**src/rtl/flow_seq_pkg.sv**
```systemverilog
package flow_seq_pkg;

  // Encoding of the operation select input.
  typedef enum logic [2:0] {
    OP_ADVANCE = 3'd0,
    OP_JUMP    = 3'd1,
    OP_CALL    = 3'd2,
    OP_RETURN  = 3'd3,
    OP_BRZERO  = 3'd4,
    OP_BRNZERO = 3'd5
  } flowOp_e;

  // Strobes from the control to the datapath.
  typedef struct packed {
    logic advance;        // PC <= PC + 1
    logic takeTarget;     // PC <= target
    logic takeReturn;     // PC <= top of stack
    logic push;           // store PC + 1 on the stack
    logic pop;            // drop the top entry
    logic raiseOverflow;  // a push was refused
    logic raiseUnderflow; // a pop was refused
  } seqStrobes_t;

endpackage

```
**src/rtl/flow_seq_ctrl.sv**
```systemverilog
module flow_seq_ctrl
  import flow_seq_pkg::*;
(
  input  logic        step,
  input  logic [2:0]  opSel,
  input  logic        zeroFlag,
  input  logic        stackFull,
  input  logic        stackEmpty,
  output seqStrobes_t ctl
);

  logic branchTaken;

  // Condition is evaluated only for the two branch codes.
  always_comb begin
    branchTaken = 1'b0;
    if (opSel == OP_BRZERO)  branchTaken = zeroFlag;
    if (opSel == OP_BRNZERO) branchTaken = ~zeroFlag;
  end

  always_comb begin
    ctl = '0;
    if (step) begin
      unique case (opSel)
        OP_JUMP: ctl.takeTarget = 1'b1;
        OP_CALL: begin
          ctl.takeTarget = 1'b1;
          if (stackFull) ctl.raiseOverflow = 1'b1;
          else           ctl.push          = 1'b1;
        end
        OP_RETURN: begin
          if (stackEmpty) begin
            ctl.advance        = 1'b1;
            ctl.raiseUnderflow = 1'b1;
          end else begin
            ctl.takeReturn = 1'b1;
            ctl.pop        = 1'b1;
          end
        end
        OP_BRZERO, OP_BRNZERO: begin
          ctl.takeTarget = branchTaken;
          ctl.advance    = ~branchTaken;
        end
        default: ctl.advance = 1'b1;
      endcase
    end
  end

endmodule

```
**src/rtl/flow_seq_path.sv**
```systemverilog
module flow_seq_path
  import flow_seq_pkg::*;
#(
  parameter int PC_W  = 12,
  parameter int DEPTH = 4
) (
  input  logic            clk,
  input  logic            rst,
  input  seqStrobes_t     ctl,
  input  logic [PC_W-1:0] target,
  output logic [PC_W-1:0] pc,
  output logic            stackFull,
  output logic            stackEmpty,
  output logic            stackOverflow,
  output logic            stackUnderflow
);

  localparam int CNT_W = $clog2(DEPTH + 1);

  logic [CNT_W-1:0] depthCount;
  logic [PC_W-1:0]  entries [DEPTH];
  logic [PC_W-1:0]  topEntry;
  logic [PC_W-1:0]  pcInc;
  logic [PC_W-1:0]  pcNext;

  assign pcInc      = pc + PC_W'(1);
  assign stackFull  = (depthCount == CNT_W'(DEPTH));
  assign stackEmpty = (depthCount == '0);

  // Return address storage: entry i is written when it is the next free slot.
  for (genvar i = 0; i < DEPTH; i++) begin : g_entry
    always_ff @(posedge clk) begin
      if (rst)
        entries[i] <= '0;
      else if (ctl.push && depthCount == CNT_W'(i))
        entries[i] <= pcInc;
    end
  end

  // Most recent entry sits just below the fill count.
  always_comb begin
    topEntry = '0;
    for (int i = 0; i < DEPTH; i++)
      if (depthCount == CNT_W'(i + 1)) topEntry = entries[i];
  end

  always_ff @(posedge clk) begin
    if (rst)           depthCount <= '0;
    else if (ctl.push) depthCount <= depthCount + CNT_W'(1);
    else if (ctl.pop)  depthCount <= depthCount - CNT_W'(1);
  end

  always_comb begin
    pcNext = pc;
    if (ctl.takeTarget)      pcNext = target;
    else if (ctl.takeReturn) pcNext = topEntry;
    else if (ctl.advance)    pcNext = pcInc;
  end

  always_ff @(posedge clk) begin
    if (rst) begin
      pc             <= '0;
      stackOverflow  <= 1'b0;
      stackUnderflow <= 1'b0;
    end else begin
      pc             <= pcNext;
      stackOverflow  <= ctl.raiseOverflow;
      stackUnderflow <= ctl.raiseUnderflow;
    end
  end

endmodule

```
**src/rtl/flow_sequencer.sv**
```systemverilog
module flow_sequencer
  import flow_seq_pkg::*;
#(
  parameter int PC_W  = 12,
  parameter int DEPTH = 4
) (
  input  logic            clk,
  input  logic            rst,
  input  logic            step,
  input  logic [2:0]      opSel,
  input  logic [PC_W-1:0] target,
  input  logic            zeroFlag,
  output logic [PC_W-1:0] pc,
  output logic            stackOverflow,
  output logic            stackUnderflow
);

  seqStrobes_t ctl;
  logic        stackFull;
  logic        stackEmpty;

  flow_seq_ctrl u_ctrl (
    .step       (step),
    .opSel      (opSel),
    .zeroFlag   (zeroFlag),
    .stackFull  (stackFull),
    .stackEmpty (stackEmpty),
    .ctl        (ctl)
  );

  flow_seq_path #(.PC_W(PC_W), .DEPTH(DEPTH)) u_path (
    .clk            (clk),
    .rst            (rst),
    .ctl            (ctl),
    .target         (target),
    .pc             (pc),
    .stackFull      (stackFull),
    .stackEmpty     (stackEmpty),
    .stackOverflow  (stackOverflow),
    .stackUnderflow (stackUnderflow)
  );

endmodule

```
**config.mk**
```make
export PLATFORM = sky130hd
export DESIGN_NAME = flow_sequencer
export DESIGN_NICKNAME = d
export VERILOG_FILES = /design/src/rtl/flow_seq_pkg.sv /design/src/rtl/flow_seq_ctrl.sv /design/src/rtl/flow_seq_path.sv /design/src/rtl/flow_sequencer.sv
export SDC_FILE = /design/constraint.sdc
export NUM_CORES = 1
export LEC_CHECK = 0
export CORE_UTILIZATION = 57
export DETAILED_ROUTE_END_ITERATION = 7
export PLACE_DENSITY = 0.8
export SETUP_SLACK_MARGIN = 0.3
export SKIP_LAST_GASP = 1
export SLEW_MARGIN = 10
export SYNTH_ARGS = -nofsm -noshare
export SYNTH_HDL_FRONTEND = slang
export SYNTH_SLANG_ARGS = --single-unit
```
**constraint.sdc**
```tcl
create_clock -name clk -period 2.7 [get_ports clk]
set_input_delay 0.27 -clock clk [delete_from_list [all_inputs] [get_ports clk]]
set_output_delay 0.27 -clock clk [all_outputs]
set_load 0.03 [all_outputs]
```
Word level (Yosys, flattened, before mapping). Memory sizes are Yosys's and may differ from the RTL's. Index checks and enable logic that the tools add are counted.

Equality and inequality tests: 9. Reduce and logical (&&, ||, !) cells: 11. Add/sub/neg operators: 3. Multiplexer cells: 40. Bitwise gates (word level): 9.

Operators by type and width (count): 2-to-1 mux 12 bit (11); 2-to-1 mux 1 bit (24); adder 12 x 1 -> 12 bit, second input constant (1); equality test 3 x 2 -> 1 bit, second input constant (4); equality test 3 bit, second input constant (3); 2-to-1 mux 7 bit (1); equality test 3 x 1 -> 1 bit, second input constant (2); 2-to-1 mux 3 bit (2); OR reduction 3 bit (2); NOT 1 bit (5); logical AND 1 bit (4); bitwise OR 1 bit (4); OR reduction 2 bit (2); adder 3 x 1 -> 3 bit, second input constant (1); zero test 3 bit (1); case mux 1 bit (3 select lines) (1); nonzero test 3 bit (1); subtractor 3 x 1 -> 3 bit, second input constant (1); case mux 1 bit (2 select lines) (1); nonzero test 2 bit (1).

Memory bits (writable): 48. Bits of input ports: 19. Memories kept: 1. Register bits after elaboration: 17. Logic and storage cells: 77. Output and inout port bits: 14.

Memory list: u_path.entries (depth 4, width 12, rd ports 4, clocked after memory_dff 0, wr ports 4, RTL line flow_seq_path.sv:21) `logic [PC_W-1:0] entries [DEPTH];`.

Depth between registers and ports, before layout. Gate-level depths: netlist of the first run.

Depth in word-level cells: 11. Depth in mapped cells: 10. Depth with buffers taken out: 7.

By module. A second synthesis of the first run with hierarchy kept.

Cells, all modules: 356. Area total of the unflattened synthesis: 3575.9 µm².

Modules (own cells, without submodules): flow_seq_path (times used 1, cells each 338, area an instance 3468.3 µm², seq. area each 1781.7 µm²); flow_seq_ctrl (times used 1, cells each 18, area an instance 107.6 µm², seq. area each 0.0 µm²).

Least setup slack after synthesis of the first run. No wires, ideal clock.

Kind: register to register. From: reg u_path.depthCount[2]. To: reg u_path.pc[6]. Slack: 694 ps. Arrival time: 1903 ps. Cell stages (with the launch flop): 11. Required time: 2597 ps. Period minus slack after synthesis: 2006 ps. Setup time: 103 ps. Path buffers: 3. Cells stage by stage: dfxtp_1 buf_2 inv_1 ha_1 buf_2 nor4b_4 buf_2 a221oi_1 a211oi_1 a2111oi_1 a2111oi_2.

Cells in the longest elaborated chain, start to end: 7. Elaborated cells between the ends (all ways): 17. Those cells by class: eq/ne: 4; mux: 11; reduce/logical: 2.

Ends and longest elaborated chain: start, declared (RTL line flow_seq_path.sv:20) `logic [CNT_W-1:0] depthCount;`; start signal, assigned (RTL line flow_seq_path.sv:49) `else if (ctl.push) depthCount <= depthCount + CNT_W'(1);`; start signal, assigned (RTL line flow_seq_path.sv:50) `else if (ctl.pop) depthCount <= depthCount - CNT_W'(1);`; equality test 3 x 1 -> 1 bit (RTL line flow_seq_path.sv:44) `if (depthCount == CNT_W'(i + 1)) topEntry = entries[i];`; 2-to-1 mux 12 bit (4 in a row) (RTL line flow_seq_path.sv:44); 2-to-1 mux 12 bit (RTL line flow_seq_path.sv:56) `else if (ctl.takeReturn) pcNext = topEntry;`; 2-to-1 mux 12 bit (RTL line flow_seq_path.sv:55) `if (ctl.takeTarget) pcNext = target;`; end signal, assigned (RTL line flow_seq_path.sv:66) `pc <= pcNext;`; end, declared (RTL line flow_seq_path.sv:11) `output logic [PC_W-1:0] pc,`.

Several ways; a longest one is shown, not always the timed one. A chain may end at the register's enable or synchronous reset.

Worst setup path in the final report of the first run.
From: reg u_path.depthCount[0]. To: reg u_path.pc[6].

Same word-level chain as after synthesis.

==> qor.csv, run 1 <==
metric;value;unit
diode count;0;
Starting Density;0.5955;
critical path fanouts, max;13;
initial antenna violation count;0;
DR WL/cell;18.42;um
Hold Path Depth;2;
Post-synth EDFFs;48;
switching power;0.5459;mW
Lkg Pwr;1.363;nW
Clock Tree Buf Depth;2;
final net count;383;
crit-path max cell delay;0.48;ns
YS warnings;0;
met3 usage;0.05116;
TritonCTS Buffers;9;
CP max-delay cell;a2111oi_1;
Die X-Extent;78.08;um
reg2reg setup slack;0.51;ns
worst slew pin tran;0.6059;ns
Hold Path Sink;u_path.depthCount[1]$_SDFFE_PP0P_;
outcome;completed;
Post-Synthesis Cells;326;
setup TNS;0;ns
fill count;423;
Worst Skew;0.01083;ns
unrepaired setup endpoints after global routing;true;
asr flop ratio synth;0;
Overall Power;2.186;mW
PwrDens;565.1;nW/um^2
Max-slew headroom;0.5932;
sequential area share after synthesis;0.5400;
# hold bufs at CTS;0;
proportion of layout cells with a drive suffix above 1;0.08840;
Worst Setup End Kind;flop;
CP Data Required Time;2.90;ns
Mean Syn Cell Area;10.12;sq um
Final ANT Viol Nets;0;
cell area after synthesis;3299;sq um
VDD IR-drop max;0.0004025;V
FF-to-FF Start;u_path.depthCount[0]$_SDFFE_PP0P_;
number of synthesized register bits;65;
gpl congestion;0.8513;
CTS root buf;clkbuf_8;
Fin. Hold Viols;0;
vias post-DR;2662;
Setup crit start kind;flop;
vias in the first global route;2673;
Logic pwr share;0.122;
1st-pass router iterations;5;
final setup margin;0.5077;ns
core footprint;5540;sq um
Crit Path Class;flop to flop;
HP Start;u_path.depthCount[1]$_SDFFE_PP0P_;
clock sinks;65;
clk_lat worst skew;0.34;ns
area grow syn2layout;17.22;%
aggregate routed wire length;7993;um
grt total ovfl;0;
most used routing layer in global routing;met2;
io pins;33;
M2 GR Usage;0.4658;
Slew Limit Fails;0;
HP Class;flop to flop;
met1 Resource Use GR;0.3837;
# Max-Cap Violations;0;
largest net degree at the start of global routing;28;
Vias/cell;6.134;
Non-Filler Cell Area, Final;3867;sq um
CTS H-tree lvls;3;
clock period minus worst slack;2.192;ns
Distinct cells, synth;54;
R2R Path End;u_path.pc[6]$_SDFFE_PP0P_;
sequential power share;0.524;
fmax;456.2;MHz
HPWL Detailed;5379;um
first-pass GRT wire length;13230;um
IO buf count;32;
row count;27;
placed inst area;3680;sq um
period utilization;0.8119;
CP Cell Sequence;inv_1 -> ha_1 -> and2_1 -> a221oi_1 -> a211oi_1 -> a2111oi_1 -> a2111oi_2;
Internal Power;1.640;mW
drt drc;0;
final setup fails;0;
synthesized net count;352;
R2R depth;7;
DIE HEIGHT;78.08;um
GR Util All Layers;0.2929;
prevailing post-synth register cell;edfxtp_1;
Arr. time, crit path;2.40;ns
CTS clk-pin slew, worst paths;0.07;ns
1st-iter DRT viols;239;
Clock power frac;0.355;
sw frac;0.2498;
Place WS;0.3894;ns
CTS tree;built;
die area;6096;sq um
## worst max-delay path: cells and delay by family, from the launching register on
family | cells | cell delay [ns]
buffers and inverters | 1 | 0.10
AOI/OAI and AO/OA | 4 | 1.02
adders and majority gates | 1 | 0.25
and+or+nand+nor | 1 | 0.34
DFF | 1 | 0.36
## layout make-up
| cell class | instances | area (sq um) | share of cell area |
|---|---|---|---|
| multi-input cells | 231 | 1390 | 0.3594 |
| well taps | 72 | 90.09 | 0.02329 |
| flip-flops and latches | 65 | 1783 | 0.4610 |
| repair buffers | 42 | 395.4 | 0.1022 |
| inverters | 8 | 30.03 | 0.007764 |
| clock buffers | 12 | 135.1 | 0.03494 |
| clock inverters | 4 | 43.79 | 0.01132 |
## layer usage
metal	wire [um]	up-vias
li1	-	1242
met1	3261	1259
met2	3873	134
met3	560	27
met4	297	0
met5	0	-
## flip-flops by register name (all words and copies together) (netlist names)
name and cells:
u_path.stackUnderflow 1, u_path.stackOverflow 1, u_path.depthCount 3, u_path.entries 48, u_path.pc 12
## cells by family (layout without fill, tap and decap cells)
group | count (synthesis) | count (layout) | synth area share
simple gates | 140 | 140 | 0.1953
compound gates | 72 | 72 | 0.1676
flops | 65 | 65 | 0.5400
buf+inv | 30 | 66 | 0.03868
xor+xnor | 12 | 12 | 0.03185
fa+ha+maj | 7 | 7 | 0.02654
## timing repair
item,CTS,global route
resized for setup,0,1
endpoints found under the setup margin,0,9
buffers inserted,0,1
## worst max path at each step
stage | slack (ns) | startpoint | to
2_1_floorplan | 0.69 | u_path.depthCount[2]$_SDFFE_PP0P_ | u_path.pc[6]$_SDFFE_PP0P_
3_3_place_gp | 0.42 | opSel[0] | u_path.pc[6]$_SDFFE_PP0P_
3_5_place_dp | 0.39 | opSel[0] | u_path.pc[6]$_SDFFE_PP0P_
4_1_cts | 0.40 | u_path.depthCount[2]$_SDFFE_PP0P_ | u_path.pc[6]$_SDFFE_PP0P_
5_1_grt | 0.30 | u_path.depthCount[0]$_SDFFE_PP0P_ | u_path.pc[6]$_SDFFE_PP0P_
6_report | 0.51 | u_path.depthCount[0]$_SDFFE_PP0P_ | u_path.pc[6]$_SDFFE_PP0P_
## per-stage QoR
step | hold WS (ns) | std cells | utilization
floorplan | 0.4595 | 326 | -
global placement | 0.4816 | 417 | 0.6642
detailed placement | 0.4949 | 417 | 0.6642
CTS | 0.5040 | 433 | 0.6965
global route | 0.5576 | 434 | 0.6981
finish | 0.5100 | 434 | 0.6981
## cell usage after synthesis (4+ instances only)
| library cell | n | area share |
|---|---|---|
| nor2_1 | 79 | 0.090 |
| edfxtp_1 | 48 | 0.44 |
| nand2_1 | 27 | 0.031 |
| dfxtp_1 | 17 | 0.10 |
| a21oi_1 | 12 | 0.018 |
| clkbuf_1 | 9 | 0.010 |
| o21ai_0 | 9 | 0.014 |
| buf_2 | 8 | 0.012 |
| inv_1 | 8 | 0.0091 |
| xnor2_1 | 8 | 0.021 |
| ha_1 | 7 | 0.027 |
| a221o_1 | 6 | 0.018 |
| a221oi_1 | 6 | 0.016 |
| nor3_1 | 6 | 0.0091 |
| o211ai_1 | 6 | 0.014 |
| a211oi_1 | 4 | 0.0091 |
| a21o_1 | 4 | 0.0091 |
| nand3_1 | 4 | 0.0061 |
| nor2b_1 | 4 | 0.0076 |
| xor2_1 | 4 | 0.011 |
## power by group through the flow
stage	registers [mW]	clock network (mW)	logic, mW
floorplan	1.18	0	0.135
global placement	1.16	0	0.259
detailed placement	1.17	0	0.264
CTS	1.14	0.786	0.265
global route	1.15	0.820	0.288
finish	1.14	0.775	0.266
## placed cells by master (no fill, tap or decap), types with 3 or more instances in the layout
| cell type | instances |
|---|---|
| buf_4 | 10 |
| a21o_1 | 4 |
| o211ai_1 | 6 |
| nand2_1 | 27 |
| a221o_1 | 6 |
| inv_1 | 8 |
| a211oi_1 | 4 |
| clkbuf_1 | 3 |
| edfxtp_1 | 48 |
| xnor2_1 | 8 |
| nand3_1 | 4 |
| a221oi_1 | 6 |
| xor2_1 | 4 |
| nor2b_1 | 4 |
| o21ai_0 | 9 |
| nand2b_1 | 3 |
| nor3_1 | 6 |
| nor2_1 | 79 |
| nor4_1 | 3 |
| dfxtp_1 | 16 |
| nand4_1 | 3 |
| a21oi_1 | 12 |
| clkdlybuf4s50_1 | 32 |
| clkbuf_8 | 9 |
| ha_1 | 7 |
No activity file was read; power rests on OpenSTA's default activity.
==> inputs of run 2 (changes only) <==
clock period = 2.16 ns   (was 2.7 ns; I/O delays follow)
==> qor.csv, run 2 (same netlist as run 1, synthesis figures left out) <==
metric;value;unit
outcome;completed;
Largest Register;u_path.entries;
GR Util All Layers;0.2974;
aggregate routed wire length;8469;um
FF-to-FF Start;u_path.depthCount[1]$_SDFFE_PP0P_;
biggest regs;u_path.entries (48), u_path.pc (12), u_path.depthCount (3);
reg2reg setup slack;0.18;ns
fmax;505.4;MHz
most common cell after layout, fill and taps aside;nor2_1;
1st-pass router iterations;4;
PwrDens;699.9;nW/um^2
area grow syn2layout;28.02;%
vias in the first global route;2650;
setup TNS;0;ns
DIE HEIGHT;78.08;um
Starting Density;0.5955;
1st-iter DRT viols;286;
CTS H-tree lvls;3;
CTS tree;built;
CP max-delay cell;dfxtp_4;
HP Class;flop to flop;
clk_lat worst skew;0.34;ns
Lkg Pwr;1.520;nW
grt total ovfl;0;
Slew Limit Fails;0;
row count;27;
CTS clk-pin slew, worst paths;0.08;ns
most used routing layer in global routing;met2;
crit-path max cell delay;0.37;ns
initial antenna violation count;0;
worst slew pin tran;0.6210;ns
Vias/cell;5.963;
drt drc;0;
CTS root buf;clkbuf_8;
Setup crit start kind;flop;
Max-slew headroom;0.5830;
HP Start;u_path.pc[4]$_SDFFE_PP0P_;
vias post-DR;2707;
Fin. Hold Viols;0;
proportion of layout cells with a drive suffix above 1;0.1963;
CP Buf/Inv Count;3;
IO buf count;32;
Hold Path Sink;u_path.pc[4]$_SDFFE_PP0P_;
met1 Resource Use GR;0.3777;
R2R depth;9;
final net count;403;
clock period minus worst slack;1.979;ns
# Max-Cap Violations;0;
Crit Path Class;flop to flop;
R2R Path End;u_path.pc[11]$_SDFFE_PP0P_;
CP delay by family, top;compound AO/OA/AOI/OAI gates;
Overall Power;2.956;mW
gpl congestion;0.8479;
Clock power frac;0.390;
Arr. time, crit path;2.22;ns
core footprint;5540;sq um
M2 GR Usage;0.4886;
Die X-Extent;78.08;um
Largest register FFs;48;
Final Util;0.7624;
fill count;384;
clock sinks;65;
Clock Tree Buf Depth;2;
CP Data Required Time;2.40;ns
largest net degree at the start of global routing;28;
first-pass GRT wire length;13330;um
Worst Setup End Kind;flop;
Worst Skew;0.005433;ns
# hold bufs at CTS;0;
final setup fails;0;
Internal Power;2.201;mW
sequential power share;0.482;
TritonCTS Buffers;9;
unrepaired setup endpoints after global routing;true;
Place WS;-0.05748;ns
DR WL/cell;18.65;um
die area;6096;sq um
switching power;0.7556;mW
CP Cell Sequence;inv_1 -> ha_2 -> nor4b_4 -> buf_6 -> buf_12 -> a221o_1 -> a21oi_1 -> o211ai_1 -> o21a_1;
sw frac;0.2556;
Final ANT Viol Nets;0;
io pins;33;
Hold Path Depth;2;
critical path fanouts, max;5;
most frequent cells in the layout;nor2_1 (79), edfxtp_1 (48), clkdlybuf4s50_1 (32);
met3 usage;0.06395;
final setup margin;0.1813;ns
VDD IR-drop max;0.0005351;V
period utilization;0.9161;
Logic pwr share;0.128;
HPWL Detailed;5616;um
diode count;0;
-- run 2: cell types whose count changed in the layout (fill, tap and decap cells not counted), moves of 3 or more --
cell      previous run  this run
buf_4               10        22
buf_12               0         4
buf_6                0         3
ha_1                 7         3
ha_4                 0         3
clkbuf_1             3         0
-- run 2: worst min-delay path: stages, from the launching register on --
cell     delay, ns
dfxtp_1       0.36
nand2_1       0.07
o21ai_1       0.05
-- run 2: worst max path at each step --
stage                     depth (start not counted)  slack [ns]                          to                               from
final                                             9        0.18  u_path.pc[11]$_SDFFE_PP0P_  u_path.depthCount[1]$_SDFFE_PP0P_
after global routing                              9        0.13   u_path.pc[0]$_SDFFE_PP0P_  u_path.depthCount[1]$_SDFFE_PP0P_
after CTS                                         8        0.16   u_path.pc[5]$_SDFFE_PP0P_  u_path.depthCount[1]$_SDFFE_PP0P_
after detailed placement                          6       -0.06   u_path.pc[6]$_SDFFE_PP0P_                           opSel[2]
after global placement                            6        0.04   u_path.pc[6]$_SDFFE_PP0P_                           opSel[2]
after floorplan                                   9        0.25   u_path.pc[6]$_SDFFE_PP0P_  u_path.depthCount[1]$_SDFFE_PP0P_
-- run 2: layer usage --
| metal | part of all wire | wire [um] |
|---|---|---|
| met1 | 0.42 | 3580 |
| met2 | 0.49 | 4172 |
| met3 | 0.052 | 438 |
| met4 | 0.033 | 278 |
| met5 | 0 | 0 |
-- run 2: power groups by stage --
| stage | sequential, mW | combinational [mW] | clock, mW |
|---|---|---|---|
| finish | 1.43 | 0.378 | 1.15 |
| global route | 1.43 | 0.401 | 1.21 |
| CTS | 1.42 | 0.368 | 1.15 |
| detailed placement | 1.45 | 0.357 | 0 |
| global placement | 1.45 | 0.348 | 0 |
| floorplan | 1.48 | 0.170 | 0 |
-- run 2: per-stage QoR --
step / instance area [sq um] / instances / hold slack (ns)
finish: 4224 / 454 / 0.5292
global route: 4224 / 454 / 0.5625
CTS: 4165 / 452 / 0.5133
detailed placement: 3852 / 431 / 0.4939
global placement: 3852 / 431 / 0.4873
floorplan: 3347 / 326 / 0.4054
-- run 2: area by class of cell --
type	instances	area [sq um]	area share
clock buffer	9	123.9	0.02932
clock inverter	7	93.84	0.02222
inverter	8	30.03	0.007109
multi-input combinational	231	1491	0.3531
sequential	65	1788	0.4233
tap	72	90.09	0.02133
timing repair buffer	62	606.8	0.1437
-- run 2: timing repair --
item | CTS | global route
resized for setup | 14 | 9
buffers inserted | 4 | 2
pin swaps | 19 | 8
setup endpoints to repair | 36 | 41
cloned | 1 | 0
